<file path="src/rtl/mdrop_pkg.sv">
package mdrop_pkg;
    typedef enum logic {
        GATE_SHUT = 1'b0,
        GATE_OPEN = 1'b1
    } gate_st_t;

    localparam logic [1:0] SEL_OWN  = 2'd0;
    localparam logic [1:0] SEL_MASK = 2'd1;
    localparam logic [1:0] SEL_CTRL = 2'd2;
endpackage

</file>
<file path="src/rtl/mdrop_regs.sv">
module mdrop_regs
    import mdrop_pkg::*;
#(
    parameter int AW = 8
) (
    input  logic          clk,
    input  logic          rst_n,
    input  logic          we,
    input  logic [1:0]    sel,
    input  logic [AW-1:0] wdata,
    output logic [AW-1:0] rdata,
    output logic [AW-1:0] own_addr,
    output logic [AW-1:0] en_mask,
    output logic          fwd_addr
);
    always_ff @(posedge clk) begin
        if (!rst_n) begin
            own_addr <= '0;
            en_mask  <= '0;
            fwd_addr <= 1'b0;
        end else if (we) begin
            if (sel == SEL_OWN)  own_addr <= wdata;
            if (sel == SEL_MASK) en_mask  <= wdata;
            if (sel == SEL_CTRL) fwd_addr <= wdata[0];
        end
    end

    always_comb begin
        rdata = '0;
        unique case (sel)
            SEL_OWN:  rdata = own_addr;
            SEL_MASK: rdata = en_mask;
            SEL_CTRL: rdata = {{(AW-1){1'b0}}, fwd_addr};
            default:  rdata = '0;
        endcase
    end
endmodule

</file>
<file path="src/rtl/mdrop_match.sv">
module mdrop_match #(
    parameter int AW = 8
) (
    input  logic [AW-1:0] addr_in,
    input  logic [AW-1:0] own_addr,
    input  logic [AW-1:0] en_mask,
    output logic          hit_own,
    output logic          hit_bcast,
    output logic          hit_any
);
    logic [AW-1:0] bc_bits;
    logic [AW-1:0] own_ok;
    logic [AW-1:0] bc_ok;

    assign bc_bits = own_addr | en_mask;

    for (genvar b = 0; b < AW; b++) begin : g_bit
        assign own_ok[b] = !en_mask[b] || (addr_in[b] == own_addr[b]);
        assign bc_ok[b]  = !bc_bits[b] || addr_in[b];
    end

    assign hit_own   = &own_ok;
    assign hit_bcast = &bc_ok;
    assign hit_any   = hit_own | hit_bcast;
endmodule

</file>
<file path="src/rtl/mdrop_gate_fsm.sv">
module mdrop_gate_fsm
    import mdrop_pkg::*;
#(
    parameter int AW = 8
) (
    input  logic          clk,
    input  logic          rst_n,
    input  logic          ch_valid,
    input  logic [AW:0]   ch,
    input  logic          hit,
    input  logic          fwd_addr,
    output logic          gate_open,
    output logic          out_valid,
    output logic [AW-1:0] out_data,
    output logic          addr_hit
);
    gate_st_t state_q, state_d;
    logic     is_addr;

    assign is_addr = ch[AW];

    always_comb begin
        state_d = state_q;
        unique case (state_q)
            GATE_SHUT: if (ch_valid && is_addr && hit)  state_d = GATE_OPEN;
            GATE_OPEN: if (ch_valid && is_addr && !hit) state_d = GATE_SHUT;
            default:   state_d = GATE_SHUT;
        endcase
    end

    always_ff @(posedge clk) begin
        if (!rst_n) state_q <= GATE_SHUT;
        else        state_q <= state_d;
    end

    assign gate_open = (state_q == GATE_OPEN);

    always_ff @(posedge clk) begin
        if (!rst_n) begin
            out_valid <= 1'b0;
            out_data  <= '0;
            addr_hit  <= 1'b0;
        end else begin
            addr_hit  <= ch_valid && is_addr && hit;
            out_valid <= 1'b0;
            if (ch_valid) begin
                unique case (state_q)
                    GATE_SHUT: out_valid <= is_addr && hit && fwd_addr;
                    GATE_OPEN: out_valid <= is_addr ? (hit && fwd_addr) : 1'b1;
                    default:   out_valid <= 1'b0;
                endcase
                out_data <= ch[AW-1:0];
            end
        end
    end
endmodule

</file>
<file path="src/rtl/mdrop_addr_filter.sv">
module mdrop_addr_filter #(
    parameter int AW = 8
) (
    input  logic          clk,
    input  logic          rst_n,
    input  logic          rx_valid,
    input  logic [AW:0]   rx_char,
    input  logic          cfg_we,
    input  logic [1:0]    cfg_sel,
    input  logic [AW-1:0] cfg_wdata,
    output logic [AW-1:0] cfg_rdata,
    output logic          out_valid,
    output logic [AW-1:0] out_data,
    output logic          addr_hit,
    output logic          gate_open
);
    logic [AW-1:0] own_addr, en_mask;
    logic          fwd_addr;
    logic          hit_own, hit_bcast, hit_any;

    mdrop_regs #(.AW(AW)) regs_i (
        .clk(clk), .rst_n(rst_n), .we(cfg_we), .sel(cfg_sel),
        .wdata(cfg_wdata), .rdata(cfg_rdata),
        .own_addr(own_addr), .en_mask(en_mask), .fwd_addr(fwd_addr)
    );

    mdrop_match #(.AW(AW)) match_i (
        .addr_in(rx_char[AW-1:0]), .own_addr(own_addr), .en_mask(en_mask),
        .hit_own(hit_own), .hit_bcast(hit_bcast), .hit_any(hit_any)
    );

    mdrop_gate_fsm #(.AW(AW)) fsm_i (
        .clk(clk), .rst_n(rst_n), .ch_valid(rx_valid), .ch(rx_char),
        .hit(hit_any), .fwd_addr(fwd_addr), .gate_open(gate_open),
        .out_valid(out_valid), .out_data(out_data), .addr_hit(addr_hit)
    );
endmodule

</file>
<file path="config.mk">
export PLATFORM = sky130hd
export DESIGN_NAME = mdrop_addr_filter
export DESIGN_NICKNAME = d
export VERILOG_FILES = /design/src/rtl/mdrop_pkg.sv /design/src/rtl/mdrop_regs.sv /design/src/rtl/mdrop_match.sv /design/src/rtl/mdrop_gate_fsm.sv /design/src/rtl/mdrop_addr_filter.sv
export SDC_FILE = /design/constraint.sdc
export NUM_CORES = 1
export LEC_CHECK = 0
export ABC_AREA = 1
export BUFFER_PORTS_ARGS = -buffer_cell sky130_fd_sc_hd__buf_4
export CAP_MARGIN = 20
export CORE_AREA = 2 2 54 56
export DETAILED_ROUTE_END_ITERATION = 7
export DIE_AREA = 0 0 56 58
export MAX_ROUTING_LAYER = met4
export PLACE_DENSITY = 0.89
export SYNTH_ARGS = -nofsm -noshare
export SYNTH_HDL_FRONTEND = slang
export SYNTH_SLANG_ARGS = --single-unit
</file>
<file path="constraint.sdc">
create_clock -name clk -period 1.4 [get_ports clk]
set_input_delay 0.07 -clock clk [delete_from_list [all_inputs] [get_ports clk]]
set_output_delay 0.07 -clock clk [all_outputs]
set_load 0.02 [all_outputs]
</file>
; Word-level counts from Yosys, hierarchy flattened
; Index checks and enable logic that the tools add are counted.
[word_totals]
elab_cells = 72
in_bits = 23
reg_bits = 28
[classes]
n_reduce_logical = 46
n_mux = 6
eq_ne = 10
bitwise_logic = 3
[ops]
columns = op, n
row1 = $pmux W8 S3, 1
row2 = $logic_not A1 Y1, 17
row3 = $logic_or A1 B1 Y1, 16
row4 = $reduce_and A8 Y1, 2
row5 = $eq A1 B1 Y1, 8
row6 = $or A8 B8 Y8, 1
row7 = $reduce_and A2 Y1, 4
row8 = $logic_and A1 B1 Y1, 6
row9 = $pmux W1 S2, 2
row10 = $mux W1, 3
row11 = $eq A2 B1 Y1 const B, 1
row12 = $eq A2 B2 Y1 const B, 1
row13 = $logic_not A2 Y1, 1
row14 = $not A1 Y1, 1
row15 = $or A1 B1 Y1, 1

; Logic depth before layout (Yosys ltp)
; Gate-level depths: netlist of run 1.
[depth]
ltp_word = 9
ltp_mapped = 9

; Cells and area by module
; From an unflattened synthesis of run 1, not the netlist that was laid out.
[hier_totals]
hier_cells = 247
area_unflattened_um2 = 1516.5
[by_module_without_submodules]
columns = mod, instances, area_each_um2, cells_per_inst, seq_area_each_um2
row1 = mdrop_regs, 1, 845.8, 132, 340.3
row2 = mdrop_gate_fsm, 1, 396.6, 51, 220.2
row3 = mdrop_match, 1, 274.0, 64, 0.0

; Least setup slack after synthesis of run 1
; OpenSTA, ideal clock, no wires.
[synth_path]
path_type = flip-flop to flip-flop
startpoint = reg regs_i.en_mask[6]
endpoint = reg fsm_i.out_valid
arrival_time_ps = 866
t_required_ps = 1334
stages_incl_launch_ff = 8
n_path_buf = 0
path_slack_ps = 468
synth_period_minus_slack_ps = 932
path_cell_list = dfxtp_1 > o21ai_0 > nand2_1 > nor2_1 > nand2_1 > nand2_2 > nand2_1 > a21oi_2
[synth_between]
elab_chain_cells = 8
elab_cells_between_ends = 13
classes_between = mux: 2 / bitwise: 2 / reduce/logical: 9
[synth_rtl]
columns = element, line
row1 = "start, declared", mdrop_regs.sv:13  ; output logic [AW-1:0] en_mask,
row2 = "start signal, assigned", mdrop_regs.sv:23  ; if (sel == SEL_MASK) en_mask <= wdata;
row3 = $or A8 B8 Y8, mdrop_match.sv:15  ; assign bc_bits = own_addr | en_mask;
row4 = $logic_not A1 Y1, mdrop_match.sv:19  ; assign bc_ok[b] = !bc_bits[b] || addr_in[b];
row5 = $logic_or A1 B1 Y1, mdrop_match.sv:19
row6 = $reduce_and A8 Y1, mdrop_match.sv:23  ; assign hit_bcast = &bc_ok;
row7 = $or A1 B1 Y1 *, mdrop_match.sv:24  ; assign hit_any = hit_own | hit_bcast;
row8 = "$logic_and A1 B1 Y1, on equally long branches", "mdrop_gate_fsm.sv:49, mdrop_gate_fsm.sv:48"
row9 = $mux W1 / $logic_and A1 B1 Y1 (equally long branches), "mdrop_gate_fsm.sv:49, mdrop_gate_fsm.sv:48"
row10 = $pmux W1 S2 *, mdrop_gate_fsm.sv:47  ; unique case (state_q)
row11 = "end signal, assigned", mdrop_gate_fsm.sv:48  ; GATE_SHUT: out_valid <= is_addr && hit && fwd_addr;
row12 = "end signal, assigned", mdrop_gate_fsm.sv:49  ; GATE_OPEN: out_valid <= is_addr ? (hit && fwd_addr) : 1'b1;
row13 = "end, declared", mdrop_gate_fsm.sv:13  ; output logic out_valid,
; Mark *: on every way between the ends. The rest lies on a longest branch, timed or not.
; A chain may end at the register's enable or synchronous reset.

; Final worst setup path of run 1
[layout_path]
startpoint = reg regs_i.own_addr[3]
endpoint = out cfg_rdata[3]
[layout_between]
elab_chain_cells = 1
[layout_rtl]
columns = element, line
row1 = "start, declared", mdrop_regs.sv:12  ; output logic [AW-1:0] own_addr,
row2 = "start signal, assigned", mdrop_regs.sv:22  ; if (sel == SEL_OWN) own_addr <= wdata;
row3 = $pmux W8 S3, mdrop_regs.sv:30  ; unique case (sel)
row4 = "end, declared", mdrop_addr_filter.sv:11  ; output logic [AW-1:0] cfg_rdata,
; No other way between the ends.

==> metrics.md, run 1 <==
| Metric | Value |
|---|---|
| Grt peak-use layer | `met2` |
| Slew Viols, Final | `0` |
| Tightest Pin Transition | `0.278 ns` |
| Clock slew seen by the registers of the worst setup and hold paths | `~0.15 ns` |
| Final setup viols | `0` |
| Count of cell types in the netlist | `16` |
| CORE AREA | `~2700 um^2` |
| Worst setup slack after layout | `about 0.16 ns` |
| DR WL/cell | `~12 um` |
| Fraction of layout cells with a size suffix above 1 | `between 20% and 30%` |
| Max-cap violations | `0` |
| Avg Inst Size Synth | `between 7 and 8 um^2` |
| Worst slew margin | `just over 80%` |
| Port buffer count | `between 40 and 50` |
| GRT met1 Usage | `approximately a quarter` |
| Die Y | `between 50 and 60 um` |
| P&R area growth vs syn | `26.8%` |
| RePlAce Congestion | `~0.8` |
| Share of power burned in registers | `a little over half` |
| Sink Count | `28` |
| Global-route met2 utilization | `33.3%` |
| Mux cell area share after synthesis | `0%` |
| Comb pwr share | `20.2%` |
| Fillers | `around 250` |
| First-pass GRT wire length | `4910 um` |
| Clk pwr share | `roughly 25%` |
| FF+latch area | `561 um^2` |
| Crit start category | `register` |
| Seq/Total Area, Yosys | `a little over two fifths` |
| Nets | `about 250` |
| Max Root-Sink Buffers | `2` |
| CTS buffer count | `3` |
| Hold_ws | `-0.00116 ns` |
| Main combinational cell family by area after synthesis | `compound AO/OA/AOI/OAI gates` |
| Die ar. | `3250 um^2` |
| Largest net degree at the start of global routing | `28` |
| P_int | `1.14 mW` |
| Starting density of the core | `49.0%` |
| Design area | `1660 um^2` |
| Commonest non-fill, non-tap cells in the layout | `buf_4 (41), o21ai_0 (29), nand2_1 (29)` |
| Leakage | `0.764 nW` |
| Post-synthesis simple-gate area fraction | `16.9%` |
| Drt drc | `0` |
| Synth Area in Compound Gates | `28.0%` |
| Power Dens Cells | `slightly below 1000 nW/um^2` |
| Root Buffer | `clkbuf_4` |
| IO Count | `between 40 and 50` |
| Grt met3 use | `under 10%` |
| Total track usage | `a little under 20%` |
| Final Routed Wirelength | `3010 um` |
| Grt ovf | `0` |
| Status | `finished with violations` |
| Violated checks | `negative hold slack` |
| Total power | `around 1.6 mW` |
| DR iter-0 viols | `30` |
| Mapped Area | `around 1300 um^2` |
| Adder-cell share of the synthesized area | `0%` |
| Final Cycle Share | `between 80% and 90%` |
| Worst-path cell chain | `inv_2 > o22ai_1 > buf_4` |
| First-pass DRT Iterations | `4` |
| Skew-Pair Late Insertion Delay | `between 0.3 and 0.4 ns` |
| Placed Cells | `approximately 250` |
| Yosys reg bits | `28` |
| Final Core Density | `between 60 and 70%` |
| Critical path's slowest cell | `dfxtp_1` |
| Worst Clk Skew | `about 0.01 ns` |
| Ys Warns | `0` |
| Max Freq | `about 0.8 GHz` |
| Arr. time, crit path | `between 1 and 1.5 ns` |
| Non-Filler Instances | `around 260` |
| Critical Path Max Stage Delay | `0.39 ns` |
| Total negative slack | `0 ns` |
| HPWL Detailed | `between 2000 and 2500 um` |
| CTS tree | `built` |
| Dpl ws | `about 0.31 ns` |
| Minimum clock period | `around 1.2 ns` |
| Syn nets | `~210` |
| Unrepaired setup endpoints after global routing | `false` |
| Post-Synthesis Cells | `185` |
| Ant. Diodes | `0` |
| Initial antenna violation count | `0` |
| Number of setup buffers added after CTS | `0` |
| Commonest non-fill, non-tap cell in the layout | `buf_4` |
| Max H-tree Level | `1` |
| Psw | `between 0.4 and 0.5 mW` |
| CP Capture Type | `output pin` |
| Post-synthesis xor/xnor area fraction | `0%` |
| Vias per inst | `~5.2` |
| Crit path required time | `around 1.3 ns` |
| Die Wd | `~56 um` |
| Vias in the first global route | `around 1.2k` |
| Area after DPL | `between 1500 and 2000 um^2` |
| Maximum VDD drop | `about 0.70 mV` |
| Switch share | `about 29%` |
| Via count | `1327` |
| Remaining antenna violation count after routing | `0` |
| HP Class | `input port to register` |
| Fin. Hold Viols | `3` |
| Critical path class | `register to output pin` |
| Critical-path maximum fanout | `3` |
| FP Rows | `19` |
| Multi-input gate area | `approximately 600 um^2` |
## path summary, 6_finish.rpt
check,slack (ns),cells after the start,endpoint,startpoint
min,-0.001,3,regs_i.en_mask[2]$_SDFFE_PN0P_,cfg_wdata[2]
max,0.16,3,cfg_rdata[3],regs_i.own_addr[3]$_SDFFE_PN0P_
max reg2reg,0.26,7,fsm_i.out_valid$_SDFF_PN0_,regs_i.en_mask[5]$_SDFFE_PN0P_
min reg2reg,0.50,2,regs_i.fwd_addr$_SDFFE_PN0P_,regs_i.fwd_addr$_SDFFE_PN0P_
## Yosys cell counts, drive strengths merged
library cell	count	share of area [%]
o21ai	34	13
nand2	33	10
inv	31	8.9
dfxtp	28	43
a21oi	27	11
nand3	11	4.2
nor2	7	2.4
o22ai	7	3.4
buf	6	3.3
o221ai	1	0.67
## power groups by stage
stage	registers (mW)	logic, mW	clock network [mW]
2_1_floorplan	0.912	0.168	0
5_1_grt	0.879	0.361	0.431
3_3_place_gp	0.888	0.315	0
3_5_place_dp	0.890	0.322	0
6_report	0.873	0.324	0.408
4_1_cts	0.872	0.325	0.399
## repair_timing
| action | 4_1_cts | 5_1_grt |
|---|---|---|
| hold buffers | 1 | 0 |
| endpoints found under the hold margin | 1 | 0 |
| resized for setup | 0 | 0 |
## state kept, by name, indices dropped and copies added (netlist names), named ones only
register	cells
fsm_i.out_data	8
regs_i.en_mask	8
regs_i.own_addr	8
fsm_i.addr_hit	1
fsm_i.out_valid	1
regs_i.fwd_addr	1
## logic make-up (layout without fill, tap and decap cells)
| logic type | count (synthesis) | in the layout |
|---|---|---|
| and+or+nand+nor | 51 | 51 |
| DFF | 28 | 28 |
| buffers and inverters | 37 | 77 |
| AOI/OAI and AO/OA | 69 | 69 |
## cell type report
cell class | count | area share [%]
Multi-Input combinational cell | 120 | 35.4
Sequential cell | 28 | 33.9
Timing Repair Buffer | 42 | 19.2
Inverter | 31 | 7.03
Tap cell | 31 | 2.34
Clock buffer | 4 | 2.19
## layer usage
metal / vias to the layer above / part of all wire (%)
met2: 37 / 48
met1: 591 / 46
met4: 0 / 1.2
met3: 6 / 4.8
li1: 693 / -
met5: - / 0
## worst max-delay path, delay by kind of cell (launching register included)
family	cells	cell delay (ns)
flops	1	0.39
buf+inv	2	0.24
compound gates	1	0.21
Note: power is estimated with default switching activity, not from simulation.
==> inputs of run 2 (changes only) <==
Settings changed: CORE_AREA 2 2 54 56 to 2 2 64 54, DIE_AREA 0 0 56 58 to 0 0 66 56, PLACE_DENSITY 0.89 to 0.88, SYNTH_HIERARCHICAL from default to 1.
==> metrics.md, run 2 <==
| Metric | Value |
|---|---|
| Status | `finished, final reports clean (was finished with violations)` |
| Fraction of layout cells with a size suffix above 1 | `17.7% (was 25.8%)` |
| Slew Viols, Final | `0 (unchanged)` |
| First-pass GRT wire length | `5620 um (was 4910 um)` |
| Total track usage | `19.4% (was 19.5%)` |
| Initial antenna violation count | `0 (unchanged)` |
| Leakage | `0.988 nW (was 0.764 nW)` |
| Total power | `1.74 mW (was 1.61 mW)` |
| Ant. Diodes | `0 (unchanged)` |
| Fin. Hold Viols | `0 (was 3)` |
| Register-to-Register Setup Slack | `0.23 ns (was 0.26 ns)` |
| Syn nets | `268 (was 208)` |
| HP Class | `input port to register (unchanged)` |
| Fillers | `316 (was 247)` |
| Post-Synthesis Cells | `245 (was 185)` |
| CTS tree | `built (unchanged)` |
| Max-cap violations | `0 (unchanged)` |
| Max Freq | `0.853 GHz (was 0.809 GHz)` |
| Reg2reg path depth | `9 (was 7)` |
| Crit path required time | `1.33 ns (about the same)` |
| Drt drc | `0 (unchanged)` |
| HPWL Detailed | `2610 um (was 2250 um)` |
| RePlAce Congestion | `0.796 (was 0.802)` |
| Critical R2R Launch | `regs_i/own_addr[5]$_SDFFE_PN0P_ (was regs_i.en_mask[5]$_SDFFE_PN0P_)` |
| Critical path's slowest cell | `dfxtp_1 (unchanged)` |
| CORE AREA | `3020 um^2 (was 2660 um^2)` |
| DR WL/cell | `10.9 um (was 11.8 um)` |
| Tightest Pin Transition | `0.290 ns (was 0.278 ns)` |
| Largest delay share family, worst path | `flip-flops (unchanged)` |
| DR iter-0 viols | `74 (was 30)` |
| Critical Path End | `cfg_rdata[4] (was cfg_rdata[3])` |
| Die Wd | `66 um (was 56 um)` |
| Remaining antenna violation count after routing | `0 (unchanged)` |
| Vias in the first global route | `1307 (was 1165)` |
| Worst setup slack after layout | `0.227 ns (was 0.163 ns)` |
| Buf+Inv Stages, Crit Path | `2 (unchanged)` |
| Final Routed Wirelength | `3510 um (was 3010 um)` |
| Capturing point of the worst reg2reg path | `fsm_i/out_valid$_SDFF_PN0_ (was fsm_i.out_valid$_SDFF_PN0_)` |
| Worst Clk Skew | `0.00139 ns (was 0.0100 ns)` |
| Vias per inst | `4.79 (was 5.18)` |
| FP Rows | `18 (was 19)` |
| Final Cycle Share | `83.8% (was 88.3%)` |
| Root Buffer | `clkbuf_8 (was clkbuf_4)` |
| Max Root-Sink Buffers | `2 (unchanged)` |
| Critical-path maximum fanout | `3 (unchanged)` |
| IO Count | `42 (unchanged)` |
| Worst slew margin | `80.6% (was 81.4%)` |
| CTS resizes | `0 (unchanged)` |
| Crit start category | `register (unchanged)` |
| Hold_buf cts | `0 (was 1)` |
| Total negative slack | `0 ns (unchanged)` |
| Grt ovf | `0 (unchanged)` |
| Via count | `1542 (was 1327)` |
| CP Capture Type | `output pin (unchanged)` |
| Sink Count | `28 (unchanged)` |
| Ys Warns | `6 (was 0)` |
| Critical Path Max Stage Delay | `0.37 ns (was 0.39 ns)` |
| Power Dens Cells | `934 nW/um^2 (was 970 nW/um^2)` |
| Die Y | `56 um (was 58 um)` |
| Clock slew seen by the registers of the worst setup and hold paths | `0.09 ns (was 0.15 ns)` |
| Largest net degree at the start of global routing | `29 (was 28)` |
| First-pass DRT Iterations | `4 (unchanged)` |
| P&R area growth vs syn | `23.4% (was 26.8%)` |
| CTS buffer count | `3 (unchanged)` |
| Mapped Area | `1510 um^2 (was 1310 um^2)` |
| Dpl ws | `0.272 ns (was 0.310 ns)` |
| Die ar. | `3700 um^2 (was 3250 um^2)` |
| Avg Inst Size Synth | `6.16 um^2 (was 7.05 um^2)` |
| Maximum VDD drop | `0.675 mV (was 0.702 mV)` |
| Commonest non-fill, non-tap cells in the layout | `nand2_1 (64), nor2_1 (46), buf_4 (42) (was buf_4 (41), o21ai_0 (29), nand2_1 (29))` |
| Number of setup buffers added after CTS | `0 (unchanged)` |
| Port buffer count | `41 (unchanged)` |
| Skew-Pair Late Insertion Delay | `0.27 ns (was 0.34 ns)` |
| Worst-path cell chain | `inv_1 > o21ai_0 > buf_4 (was inv_2 > o22ai_1 > buf_4)` |
| Crit. Startpoint | `regs_i/en_mask[4]$_SDFFE_PN0P_ (was regs_i.own_addr[3]$_SDFFE_PN0P_)` |
| Unrepaired setup endpoints after global routing | `false (unchanged)` |
| Cell depth of the worst setup path | `3 (unchanged)` |
| Minimum clock period | `1.17 ns (was 1.24 ns)` |
| Final setup viols | `0 (unchanged)` |
| Starting density of the core | `50.0% (was 49.0%)` |
| Max H-tree Level | `1 (unchanged)` |
| Commonest non-fill, non-tap cell in the layout | `nand2_1 (was buf_4)` |
| Largest registers | `fsm_i/out_data: 8 flops, regs_i/en_mask: 8 flops, regs_i/own_addr: 8 flops (was fsm_i.out_data: 8 flops, regs_i.en_mask: 8 flops, regs_i.own_addr: 8 flops)` |
| Arr. time, crit path | `1.10 ns (was 1.17 ns)` |
| Nets | `306 (was 249)` |
| Critical path class | `register to output pin (unchanged)` |
run 2: area by class of cell:
cell class	instances	area, um^2	area share, %
tap	40	50.0	2.69
clock buffer	4	55.1	2.96
timing repair buffer	42	315	16.9
sequential	28	561	30.1
multi-input combinational	168	731	39.2
inverter	40	150	8.06
run 2: metrics by stage:
stage                     instance area, um^2  cells  hold WS, ns  utilization, %
after floorplan                          1510    245        0.205               -
after global placement                   1810    318        0.302            59.9
after detailed placement                 1810    318        0.311            59.9
after CTS                                1860    322       0.0202            61.7
after global routing                     1860    322       0.0298            61.7
final                                    1860    322       0.0278            61.7
run 2: worst min path at each step:
stage                 startpoint                             end  slack (ns)  depth (start not counted)
floorplan             rx_char[2]  fsm_i/out_data[2]$_SDFFE_PN0P_        0.20                          2
finish              cfg_wdata[5]  regs_i/en_mask[5]$_SDFFE_PN0P_        0.03                          3
CTS                 cfg_wdata[5]  regs_i/en_mask[5]$_SDFFE_PN0P_        0.02                          3
detailed placement  cfg_wdata[5]  regs_i/en_mask[5]$_SDFFE_PN0P_        0.31                          3
global route        cfg_wdata[4]  regs_i/en_mask[4]$_SDFFE_PN0P_        0.03                          3
global placement    cfg_wdata[4]  regs_i/en_mask[4]$_SDFFE_PN0P_        0.30                          3
run 2: power by group:
| group | total [mW] | internal [mW] | leakage [nW] | switching (mW) |
|---|---|---|---|---|
| clock | 0.499 | 0.252 | 0.0288 | 0.248 |
| combinational | 0.357 | 0.151 | 0.729 | 0.206 |
| sequential | 0.882 | 0.843 | 0.230 | 0.0384 |
| total | 1.74 | 1.25 | 0.988 | 0.492 |
run 2: worst register-to-register path: cells and delay by family, from the launching register on:
kind | cells | cell delay (ns)
buf+inv | 1 | 0.07
compound gates | 1 | 0.14
simple gates | 7 | 0.47
flops | 1 | 0.41
run 2: routing by layer:
| layer | wire length [um] | GRT usage (%) |
|---|---|---|
| met2 | 1630 | 30.6 |
| met4 | 8 | 1.75 |
| met5 | 0 | - |
| met1 | 1660 | 26.7 |
| met3 | 215 | 4.25 |
==> inputs of run 3 (changes only) <==
Clock period 1.4 ns to 1.1 ns, I/O delays scaled along.
==> metrics.md, run 3 (synthesized netlist as in run 2, its figures left out) <==
| Metric | Value |
|---|---|
| Worst Clk Skew | `0.000982 ns (was 0.00139 ns)` |
| HP Class | `input port to register (unchanged)` |
| Vias per inst | `5.02 (was 4.79)` |
| Critical R2R Launch | `regs_i/own_addr[2]$_SDFFE_PN0P_ (was regs_i/own_addr[5]$_SDFFE_PN0P_)` |
| Largest net degree at the start of global routing | `29 (unchanged)` |
| IO Count | `42 (unchanged)` |
| CTS tree | `built (unchanged)` |
| Remaining antenna violation count after routing | `0 (unchanged)` |
| Commonest non-fill, non-tap cell in the layout | `nand2_1 (unchanged)` |
| FP Rows | `18 (unchanged)` |
| Hold_ws | `0.00837 ns (was 0.0278 ns)` |
| Tightest Pin Transition | `0.308 ns (was 0.290 ns)` |
| HP Start | `cfg_wdata[2] (was cfg_wdata[5])` |
| Register-to-Register Setup Slack | `-0.01 ns (was 0.23 ns)` |
| Total power | `2.42 mW (was 1.74 mW)` |
| RePlAce Congestion | `0.819 (was 0.796)` |
| Drt drc | `0 (unchanged)` |
| Critical-path maximum fanout | `4 (was 3)` |
| Fillers | `296 (was 316)` |
| Die Y | `56 um (unchanged)` |
| Total track usage | `20.3% (was 19.4%)` |
| Unrepaired setup endpoints after global routing | `true (was false)` |
| Reg2reg path depth | `7 (was 9)` |
| Crit. Startpoint | `regs_i/own_addr[0]$_SDFFE_PN0P_ (was regs_i/en_mask[4]$_SDFFE_PN0P_)` |
| First-pass GRT wire length | `5870 um (was 5620 um)` |
| Critical path class | `register to output pin (unchanged)` |
| Max Freq | `approximately 0.9 GHz` |
| Initial antenna violation count | `0 (unchanged)` |
| Root Buffer | `clkbuf_8 (unchanged)` |
| Worst setup slack after layout | `-0.0125 ns (was 0.227 ns)` |
| CTS buffer count | `3 (unchanged)` |
| Final Routed Wirelength | `3790 um (was 3510 um)` |
| Grt peak-use layer | `met2 (unchanged)` |
| Via count | `1627 (was 1542)` |
| GRT met1 Usage | `26.2% (was 26.7%)` |
| Port buffer count | `41 (unchanged)` |
| Status | `finished with violations (was finished, final reports clean)` |
| Worst slew margin | `79.4% (was 80.6%)` |
| Global-route met2 utilization | `33.3% (was 30.6%)` |
| Final Cycle Share | `101%` |
| CORE AREA | `3020 um^2 (unchanged)` |
| Skew-Pair Late Insertion Delay | `0.27 ns (about the same)` |
| Nets | `308 (was 306)` |
| Leakage | `1.02 nW (was 0.988 nW)` |
| Grt ovf | `0 (unchanged)` |
| Commonest non-fill, non-tap cells in the layout | `nand2_1 (60), nor2_1 (46), buf_4 (42) (was nand2_1 (64), nor2_1 (46), buf_4 (42))` |
| First-pass DRT Iterations | `4 (unchanged)` |
| Crit path required time | `1.04 ns (was 1.33 ns)` |
| DR WL/cell | `11.7 um (was 10.9 um)` |
| Hold_buf cts | `0 (unchanged)` |
| HPWL Detailed | `2670 um (was 2610 um)` |
| Largest registers | `fsm_i/out_data: 8 flops, regs_i/en_mask: 8 flops, regs_i/own_addr: 8 flops (unchanged)` |
| Minimum clock period | `between 1 and 1.5 ns` |
| Violated checks | `negative setup slack` |
| Max-cap violations | `0 (unchanged)` |
| Worst Hold Depth | `3 (unchanged)` |
| Fraction of layout cells with a size suffix above 1 | `28.5% (was 17.7%)` |
| Arr. time, crit path | `1.06 ns (was 1.10 ns)` |
| Max Root-Sink Buffers | `2 (unchanged)` |
| Vias in the first global route | `1387 (was 1307)` |
| DR iter-0 viols | `110 (was 74)` |
| P&R area growth vs syn | `30.8% (was 23.4%)` |
| Die ar. | `3700 um^2 (unchanged)` |
| Maximum VDD drop | `0.952 mV (was 0.675 mV)` |
| Slew Viols, Final | `0 (unchanged)` |
| Power Dens Cells | `1230 nW/um^2 (was 934 nW/um^2)` |
| Sink Count | `28 (unchanged)` |
| Die Wd | `66 um (unchanged)` |
| Max H-tree Level | `1 (unchanged)` |
| Crit start category | `register (unchanged)` |
| Starting density of the core | `50.0% (unchanged)` |
| Ant. Diodes | `0 (unchanged)` |
| Clock slew seen by the registers of the worst setup and hold paths | `0.09 ns (about the same)` |
| CP Capture Type | `output pin (unchanged)` |
| Final setup viols | `2 (was 0)` |
| Grt met3 use | `4.66% (was 4.25%)` |
| Fin. Hold Viols | `0 (unchanged)` |
-- run 3: cell types whose count changed in the layout (fill, tap and decap cells not counted), sizes merged --
cell | previous run | this run
clkbuf | 4 | 3
bufinv | 0 | 1
buf | 42 | 44
-- run 3: critical path: stages (launching register included) --
cell	delay, ns
dfxtp_4	0.37
buf_6	0.12
nand2_2	0.05
o211ai_1	0.08
buf_4	0.17
-- run 3: worst paths after layout --
path,endpoint
setup / recovery,cfg_rdata[0]
hold / removal,regs_i/en_mask[2]$_SDFFE_PN0P_
setup reg to reg,register
hold reg to reg,fsm_i/out_data[4]$_SDFFE_PN0P_
-- run 3: cell type report --
type                            count  area (um^2)  area share, %
Timing Repair Buffer               44          347           17.6
Clock buffer                        3         41.3           2.09
Sequential cell                    28          591           29.9
Inverter                           40          150           7.60
Tap cell                           40         50.0           2.53
Clock inverter                      1         30.0           1.52
Multi-Input combinational cell    168          766           38.8
-- run 3: through the flow --
stage | utilization (%) | instances | setup TNS (ns) | cell area, um^2 | worst slack (ns)
5_1_grt | 65.4 | 324 | -0.287 | 1970 | -0.0563
3_3_place_gp | 60.5 | 319 | 0 | 1830 | 0.0379
6_report | 65.4 | 324 | -0.0231 | 1970 | -0.0125
2_1_floorplan | - | 245 | 0 | 1510 | 0.121
4_1_cts | 63.4 | 323 | 0 | 1910 | 0.000138
3_5_place_dp | 60.5 | 319 | 0 | 1830 | 0.0131
-- run 3: power by group --
part / internal [mW] / switching [mW]
registers: 1.07 / 0.0531
clock network: 0.487 / 0.312
logic: 0.210 / 0.285
-- run 3: what timing repair did --
item                       4_1_cts  5_1_grt
pin swaps                        6       14
setup endpoints to repair        8       11
buffers inserted                 0        1
cloned                           0        0
gates resized for setup         15       24
-- run 3: routing by layer --
layer  wire length [um]  share of wire (%)
met2               1870                 49
met4                  8               0.21
met5                  0                  0
met3                204                5.4
met1               1710                 45
